File: config.mk
export PLATFORM = sky130hd
export DESIGN_NAME = vcmp_gtu_unit
export DESIGN_NICKNAME = d
export VERILOG_FILES = /design/src/rtl/vcmp_pkg.sv /design/src/rtl/vcmp_decode.sv /design/src/rtl/vcmp_lane_array.sv /design/src/rtl/vcmp_retire.sv /design/src/rtl/vcmp_gtu_unit.sv
export SDC_FILE = /design/constraint.sdc
export NUM_CORES = 1
export LEC_CHECK = 0
export ABC_CLOCK_PERIOD_IN_PS = 5200
export BUFFER_PORTS_ARGS = -buffer_cell sky130_fd_sc_hd__buf_2
export CAP_MARGIN = 10
export CORE_AREA = 2 2 168 170
export DETAILED_ROUTE_END_ITERATION = 10
export DIE_AREA = 0 0 170 172
export HOLD_SLACK_MARGIN = 0.03
export PLACE_DENSITY = 0.69
export SLEW_MARGIN = 0
export SYNTH_ARGS = -nofsm -noshare
export SYNTH_HDL_FRONTEND = slang
export SYNTH_HIERARCHICAL = 1
export SYNTH_SLANG_ARGS = --single-unit
File: constraint.sdc
create_clock -name clk -period 5.2 [get_ports clk]
set_clock_uncertainty 0.15 [all_clocks]
set_input_delay 0.78 -clock clk [delete_from_list [all_inputs] [get_ports clk]]
set_output_delay 0.78 -clock clk [all_outputs]
set_load 0.05 [all_outputs]
File: src/rtl/vcmp_pkg.sv
package vcmp_pkg;
    localparam int LANES     = 4;
    localparam int LANE_W    = 32;
    localparam int VEC_W     = LANES * LANE_W;
    localparam int IDX_W     = 5;
    localparam int COND_W    = 4;
    localparam int PRIM_W    = 6;
    localparam int EXT_W     = 10;
    localparam logic [PRIM_W-1:0] PRIM_OPC = 6'd4;
    localparam logic [EXT_W-1:0]  EXT_OPC  = 10'd646;

    typedef enum logic [1:0] {
        K_IDLE    = 2'd0,
        K_EXEC    = 2'd1,
        K_UNAVAIL = 2'd2,
        K_FOREIGN = 2'd3
    } kind_e;

    typedef struct packed {
        kind_e            kind;
        logic             rec;
        logic [IDX_W-1:0] vrt;
    } dec_t;

    function automatic logic [COND_W-1:0] pack_cond(input logic at, input logic af);
        return {at, 1'b0, af, 1'b0};
    endfunction
endpackage

File: src/rtl/vcmp_decode.sv
module vcmp_decode
    import vcmp_pkg::*;
(
    input  logic        in_valid,
    input  logic [31:0] instr,
    input  logic        vec_en,
    output dec_t        dec
);
    logic [9:0] unused_src_fields;
    logic       match;

    assign unused_src_fields = instr[20:11];
    assign match = (instr[31:26] == PRIM_OPC) && (instr[EXT_W-1:0] == EXT_OPC);

    always_comb begin
        dec.rec = instr[10];
        dec.vrt = instr[25:21];
        if (!in_valid)    dec.kind = K_IDLE;
        else if (!match)  dec.kind = K_FOREIGN;
        else if (!vec_en) dec.kind = K_UNAVAIL;
        else              dec.kind = K_EXEC;
    end
endmodule

File: src/rtl/vcmp_lane_array.sv
module vcmp_lane_array
    import vcmp_pkg::*;
#(
    parameter int N_LANES = LANES,
    parameter int W       = LANE_W,
    localparam int TOT_W  = N_LANES * W
) (
    input  logic [TOT_W-1:0] a,
    input  logic [TOT_W-1:0] b,
    output logic [TOT_W-1:0] mask,
    output logic             all_true,
    output logic             all_false
);
    logic [N_LANES-1:0] hit;

    for (genvar g = 0; g < N_LANES; g++) begin : g_lane
        localparam int HI = TOT_W - 1 - g * W;
        assign hit[g]           = a[HI -: W] > b[HI -: W];
        assign mask[HI -: W]    = {W{hit[g]}};
    end

    assign all_true  = &hit;
    assign all_false = ~|hit;
endmodule

File: src/rtl/vcmp_retire.sv
module vcmp_retire
    import vcmp_pkg::*;
(
    input  logic              clk,
    input  logic              rst,
    input  dec_t              dec,
    input  logic [VEC_W-1:0]  mask_in,
    input  logic              all_true,
    input  logic              all_false,
    output logic [VEC_W-1:0]  out_mask,
    output logic [IDX_W-1:0]  dst_idx,
    output logic              dst_we,
    output logic [COND_W-1:0] cond_val,
    output logic              cond_we,
    output logic              unavail_exc,
    output logic              not_handled
);
    logic exec;
    assign exec = (dec.kind == K_EXEC);

    always_ff @(posedge clk) begin
        if (rst) begin
            out_mask    <= '0;
            dst_idx     <= '0;
            dst_we      <= 1'b0;
            cond_val    <= '0;
            cond_we     <= 1'b0;
            unavail_exc <= 1'b0;
            not_handled <= 1'b0;
        end else begin
            out_mask    <= exec ? mask_in : '0;
            dst_idx     <= exec ? dec.vrt : '0;
            dst_we      <= exec;
            cond_we     <= exec && dec.rec;
            cond_val    <= (exec && dec.rec) ? pack_cond(all_true, all_false) : '0;
            unavail_exc <= (dec.kind == K_UNAVAIL);
            not_handled <= (dec.kind == K_FOREIGN);
        end
    end
endmodule

File: src/rtl/vcmp_gtu_unit.sv
module vcmp_gtu_unit
    import vcmp_pkg::*;
(
    input  logic          clk,
    input  logic          rst,
    input  logic          in_valid,
    input  logic [31:0]   instr,
    input  logic [127:0]  opnd_a,
    input  logic [127:0]  opnd_b,
    input  logic          vec_en,
    output logic [127:0]  out_mask,
    output logic [4:0]    dst_idx,
    output logic          dst_we,
    output logic [3:0]    cond_val,
    output logic          cond_we,
    output logic          unavail_exc,
    output logic          not_handled
);
    dec_t             dec;
    logic [VEC_W-1:0] lane_mask;
    logic             at, af;

    vcmp_decode u_dec (
        .in_valid (in_valid),
        .instr    (instr),
        .vec_en   (vec_en),
        .dec      (dec)
    );

    vcmp_lane_array #(.N_LANES(LANES), .W(LANE_W)) u_lanes (
        .a         (opnd_a),
        .b         (opnd_b),
        .mask      (lane_mask),
        .all_true  (at),
        .all_false (af)
    );

    vcmp_retire u_ret (
        .clk         (clk),
        .rst         (rst),
        .dec         (dec),
        .mask_in     (lane_mask),
        .all_true    (at),
        .all_false   (af),
        .out_mask    (out_mask),
        .dst_idx     (dst_idx),
        .dst_we      (dst_we),
        .cond_val    (cond_val),
        .cond_we     (cond_we),
        .unavail_exc (unavail_exc),
        .not_handled (not_handled)
    );
endmodule

# Yosys cells after proc, flatten, opt, wreduce, memory -nomap -nowiden
# Cells that the tools add are included.
totals:
  in_bits: 292
  word_cells: 29
  regBits: 110
  out_inout_bits: 141
op_classes:
  n_eq_ne: 5
  order_cmp: 4
  mux: 3
  n_reduce_logical: 7
  n_bitwise: 2
op_table:
  columns: ["op", "n"]
  rows:
  - ["greater-than comparator 32 bit", 4]
  - ["== test 10 bit, second input constant", 1]
  - ["== test 6 x 3 -> 1 bit, second input constant", 1]
  - ["2-to-1 mux 2 bit", 3]
  - ["== test 2 bit, second input constant", 2]
  - ["AND reduction 4 bit", 1]
  - ["OR reduction 2 bit", 2]
  - ["OR reduction 4 bit", 1]
  - ["== test 2 x 1 -> 1 bit, second input constant", 1]
  - ["logical AND 1 bit", 2]
  - ["NOT 1 bit", 2]
  - ["logical NOT 1 bit", 1]

# Longest topological paths before layout
logic_depth:
  word_depth: 8
  ltp_mapped: 9
  depth_no_buf: 9

# Hierarchy
# Netlist, hierarchy kept.
modules_own_cells:
  columns: ["module", "n_inst", "cells_per_inst", "seq_area_each_um2", "area_each_um2"]
  rows:
  - ["vcmp_lane_array", 1, 592, 0.0, 4240.3]
  - ["vcmp_retire", 1, 295, 2782.7, 3762.4]
  - ["vcmp_decode", 1, 14, 0.0, 127.6]

# Least setup slack after synthesis
# No wires, ideal clock.
synth_timing:
  kind: "input -> register"
  from: "input opnd_b[86]"
  to: "register u_ret.cond_val[3]"
  setup_slack_ps: 1621
  setup_time_ps: 59
  n_path_buf: 0
  cell_stages: 8
  t_arrival_ps: 3371
  cell_sequence: "inv_1 -> ha_1 -> nand4_1 -> or3_1 -> nand3b_1 -> o21ai_1 -> and4_1 -> and2_1"
synth_between:
  elab_chain_len: 2
synth_rtl:
  columns: ["element", "line", "text"]
  rows:
  - ["start: declaration", "vcmp_gtu_unit.sv:9", "input logic [127:0] opnd_b,"]
  - ["greater-than comparator 32 bit", "vcmp_lane_array.sv:18", "assign hit[g] = a[HI -: W] > b[HI -: W];"]
  - ["net lane_mask[64]", "vcmp_gtu_unit.sv:20", "logic [VEC_W-1:0] lane_mask;"]
  - ["AND reduction 4 bit", "vcmp_lane_array.sv:22", "assign all_true = &hit;"]
  - ["net at", "vcmp_gtu_unit.sv:21", "logic at, af;"]
  - ["end signal: assignment", "vcmp_retire.sv:35", "cond_val <= (exec && dec.rec) ? pack_cond(all_true, all_false) : '0;"]
  - ["end: declaration", "vcmp_retire.sv:13", "output logic [COND_W-1:0] cond_val,"]
# The timed path passes the listed nets, and every way through them passes these cells.
# A chain may end at the register's enable or synchronous reset.

# Worst setup path in the final report
layout_timing:
  from: "input opnd_b[46]"
  to: "register u_ret.cond_val[3]"
# The elaborated chain is that of the path after synthesis.

==> metrics <==
status=complete, no violations; drt drc=0; Post-DP HPWL=17600 um; GRT overflow=0; Clock Path Buffers=2; layout cells sized above 1=38.8%; cell count after synthesis=~900; Worst Setup SP=opnd_b[46]; Vias per Instance=4.25; final hold vios=0; commonest non-fill, non-tap cells in the layout=420 x buf_2, 139 x dfxtp_1, 136 x inv_1; GRT Total Usage=between 10% and 20%; final WL=21500 um; Finish-stage setup viols=0; maxcap violations=0; Final Power=2.89 mW; gpl congestion=0.942; area leader, netlist=dfxtp_1; area delta synth->final=25.7%; Tcrit/Tclk final=60.4%; RSZ-0062 raised after global routing=false; Ys Warns=6; Post-Syn Area=8130 sq um; Layout Utilization=37.2%; synth top area cells=dfxtp_1 34%, ha_1 20%, buf_4 12%; largest net degree at the start of global routing=135; post-synthesis sequential area ratio=approximately 34%; crit end category=flop; antenna viol nets, final=0; Max rail drop VDD=approximately 160 uV; die width=170 um; total die area=29200 sq um; setup bufs post-CTS=0; Rel. slew slack=30.4%; Avg Synthesized Cell Area=9.02 sq um; HP Class=in -> reg; routed vias=~6.6k; TritonCTS clock tree=done; I/O pins=433; count of final max-slew check failures=0; Tmin final=3140 ps; CTS Buf Count=17; Netlist cell types=50; Peak Freq=319 MHz; Crit Path Max Fanout=34; Root Driver=clkbuf_16; vias in the first global route=around 6.2k; First DRT Iteration DRCs=273; Hold EP=u_ret/dst_idx[0]; final instance area=10200 sq um; setup_tns=0 ps; port buffer count=420; Crit path arrival time=between 3000 and 4000 ps; clock sink total=roughly 140; placed inst area=9630 sq um; LEAKAGE=5.79 nW; initial antenna violation count=1; CP Class=in -> reg; DR pass1 iterations=4; Layout Nets=roughly 1.6k; Hold Crit Start=instr[21]; Startpoint Class=input port; flops & latches, synth=around 140; H-Tree Depth=4; PwrDens=283 nW/um^2; post-CTS sizing=0; Die Height=about 170 um; Least-Margin Pin Slew=~1000 ps; Yosys top cell area share=34.2%; Min Hold Slack=424 ps; Hold Path Cell Cnt=2; EDFF count, synth=0; Worst Path Required=~5400 ps; WL/cell=around 14 um; ys flop type=dfxtp_1; Row Count=a little over 60; clock slew seen by the registers of the worst setup and hold paths=60 ps; core area=27500 sq um; first-pass GRT wire length=31400 um; cts hold-fix bufs=0; Async SR Flop Fraction=0%; leading cell type in the layout, fill and taps excluded=buf_2; Starting Density=29.6%
-- critical path: stages --
cell and delay [ps]:
buf_2 80, inv_1 30, ha_1 300, nand4_1 130, nor3_1 570, inv_2 40
o311ai_1 340, a31o_2 650, and4_1 260, and2_1 120
-- sequential cells by signal, summed over array words and instances, names as in the netlist --
signal / flops
u_ret/out_mask: 128
u_ret/dst_idx: 5
u_ret/cond_val: 2
u_ret/cond_we: 1
u_ret/dst_we: 1
u_ret/not_handled: 1
u_ret/unavail_exc: 1
-- report_power, final --
group / switching, mW / total (mW) / internal (mW)
logic: 0.358 / 0.581 / 0.223
clock network: 0.477 / 1.20 / 0.725
registers: 0.00714 / 1.11 / 1.10
total: 0.842 / 2.89 / 2.05
-- cell families (layout without fill, tap and decap cells) --
group | after synthesis | count (layout) | synth area share, %
AOI/OAI and AO/OA | 100 | 100 | 7.46
adders and majority gates | 128 | 128 | 19.7
buffers and inverters | 283 | 591 | 19.4
DFF | 139 | 139 | 34.2
other | 1 | 3 | 0.0461
and+or+nand+nor | 250 | 250 | 19.2
-- final cells by class --
cell class | instances | area (sq um)
Fill cell | 2822 | 17300
Inverter | 137 | 514
Sequential cell | 139 | 2780
Multi-Input combinational cell | 480 | 3780
Tap cell | 346 | 433
Clock buffer | 20 | 447
Antenna cell | 1 | 2.50
Clock inverter | 12 | 140
Timing Repair Buffer | 422 | 2120
-- worst max-delay path by stage --
stage | end | cells after the start
floorplan | u_ret/cond_val[3] | 8
detailed placement | u_ret/cond_val[3] | 10
global placement | u_ret/cond_val[3] | 10
CTS | u_ret/cond_val[3] | 10
finish | u_ret/cond_val[3] | 10
global route | u_ret/cond_val[3] | 10
-- per-layer routing --
| metal | track usage [%] | routed length (um) |
|---|---|---|
| met5 | 0 | 0 |
| met4 | 4.27 | 397 |
| met3 | 4.35 | 1460 |
| met2 | 24.3 | 10500 |
| met1 | 16.5 | 9170 |
-- synthesized netlist by cell type, drive strengths merged, types with 6 or more instances --
library cell / n
inv: 137
nand2: 34
buf: 134
nor2: 6
dfxtp: 139
clkbuf: 12
o21ai: 18
a21oi: 50
nand3: 14
a221oi: 9
ha: 128
and2: 135
and4: 6
nand4: 24
-- stage by stage --
| stage | worst slack [ps] | instances |
|---|---|---|
| floorplan | 1620 | 902 |
| global placement | 1710 | 1524 |
| detailed placement | 1630 | 1524 |
| CTS | 2060 | 1556 |
| global route | 1840 | 1557 |
| finish | 2060 | 1557 |
(Power assumes the default switching activity.)
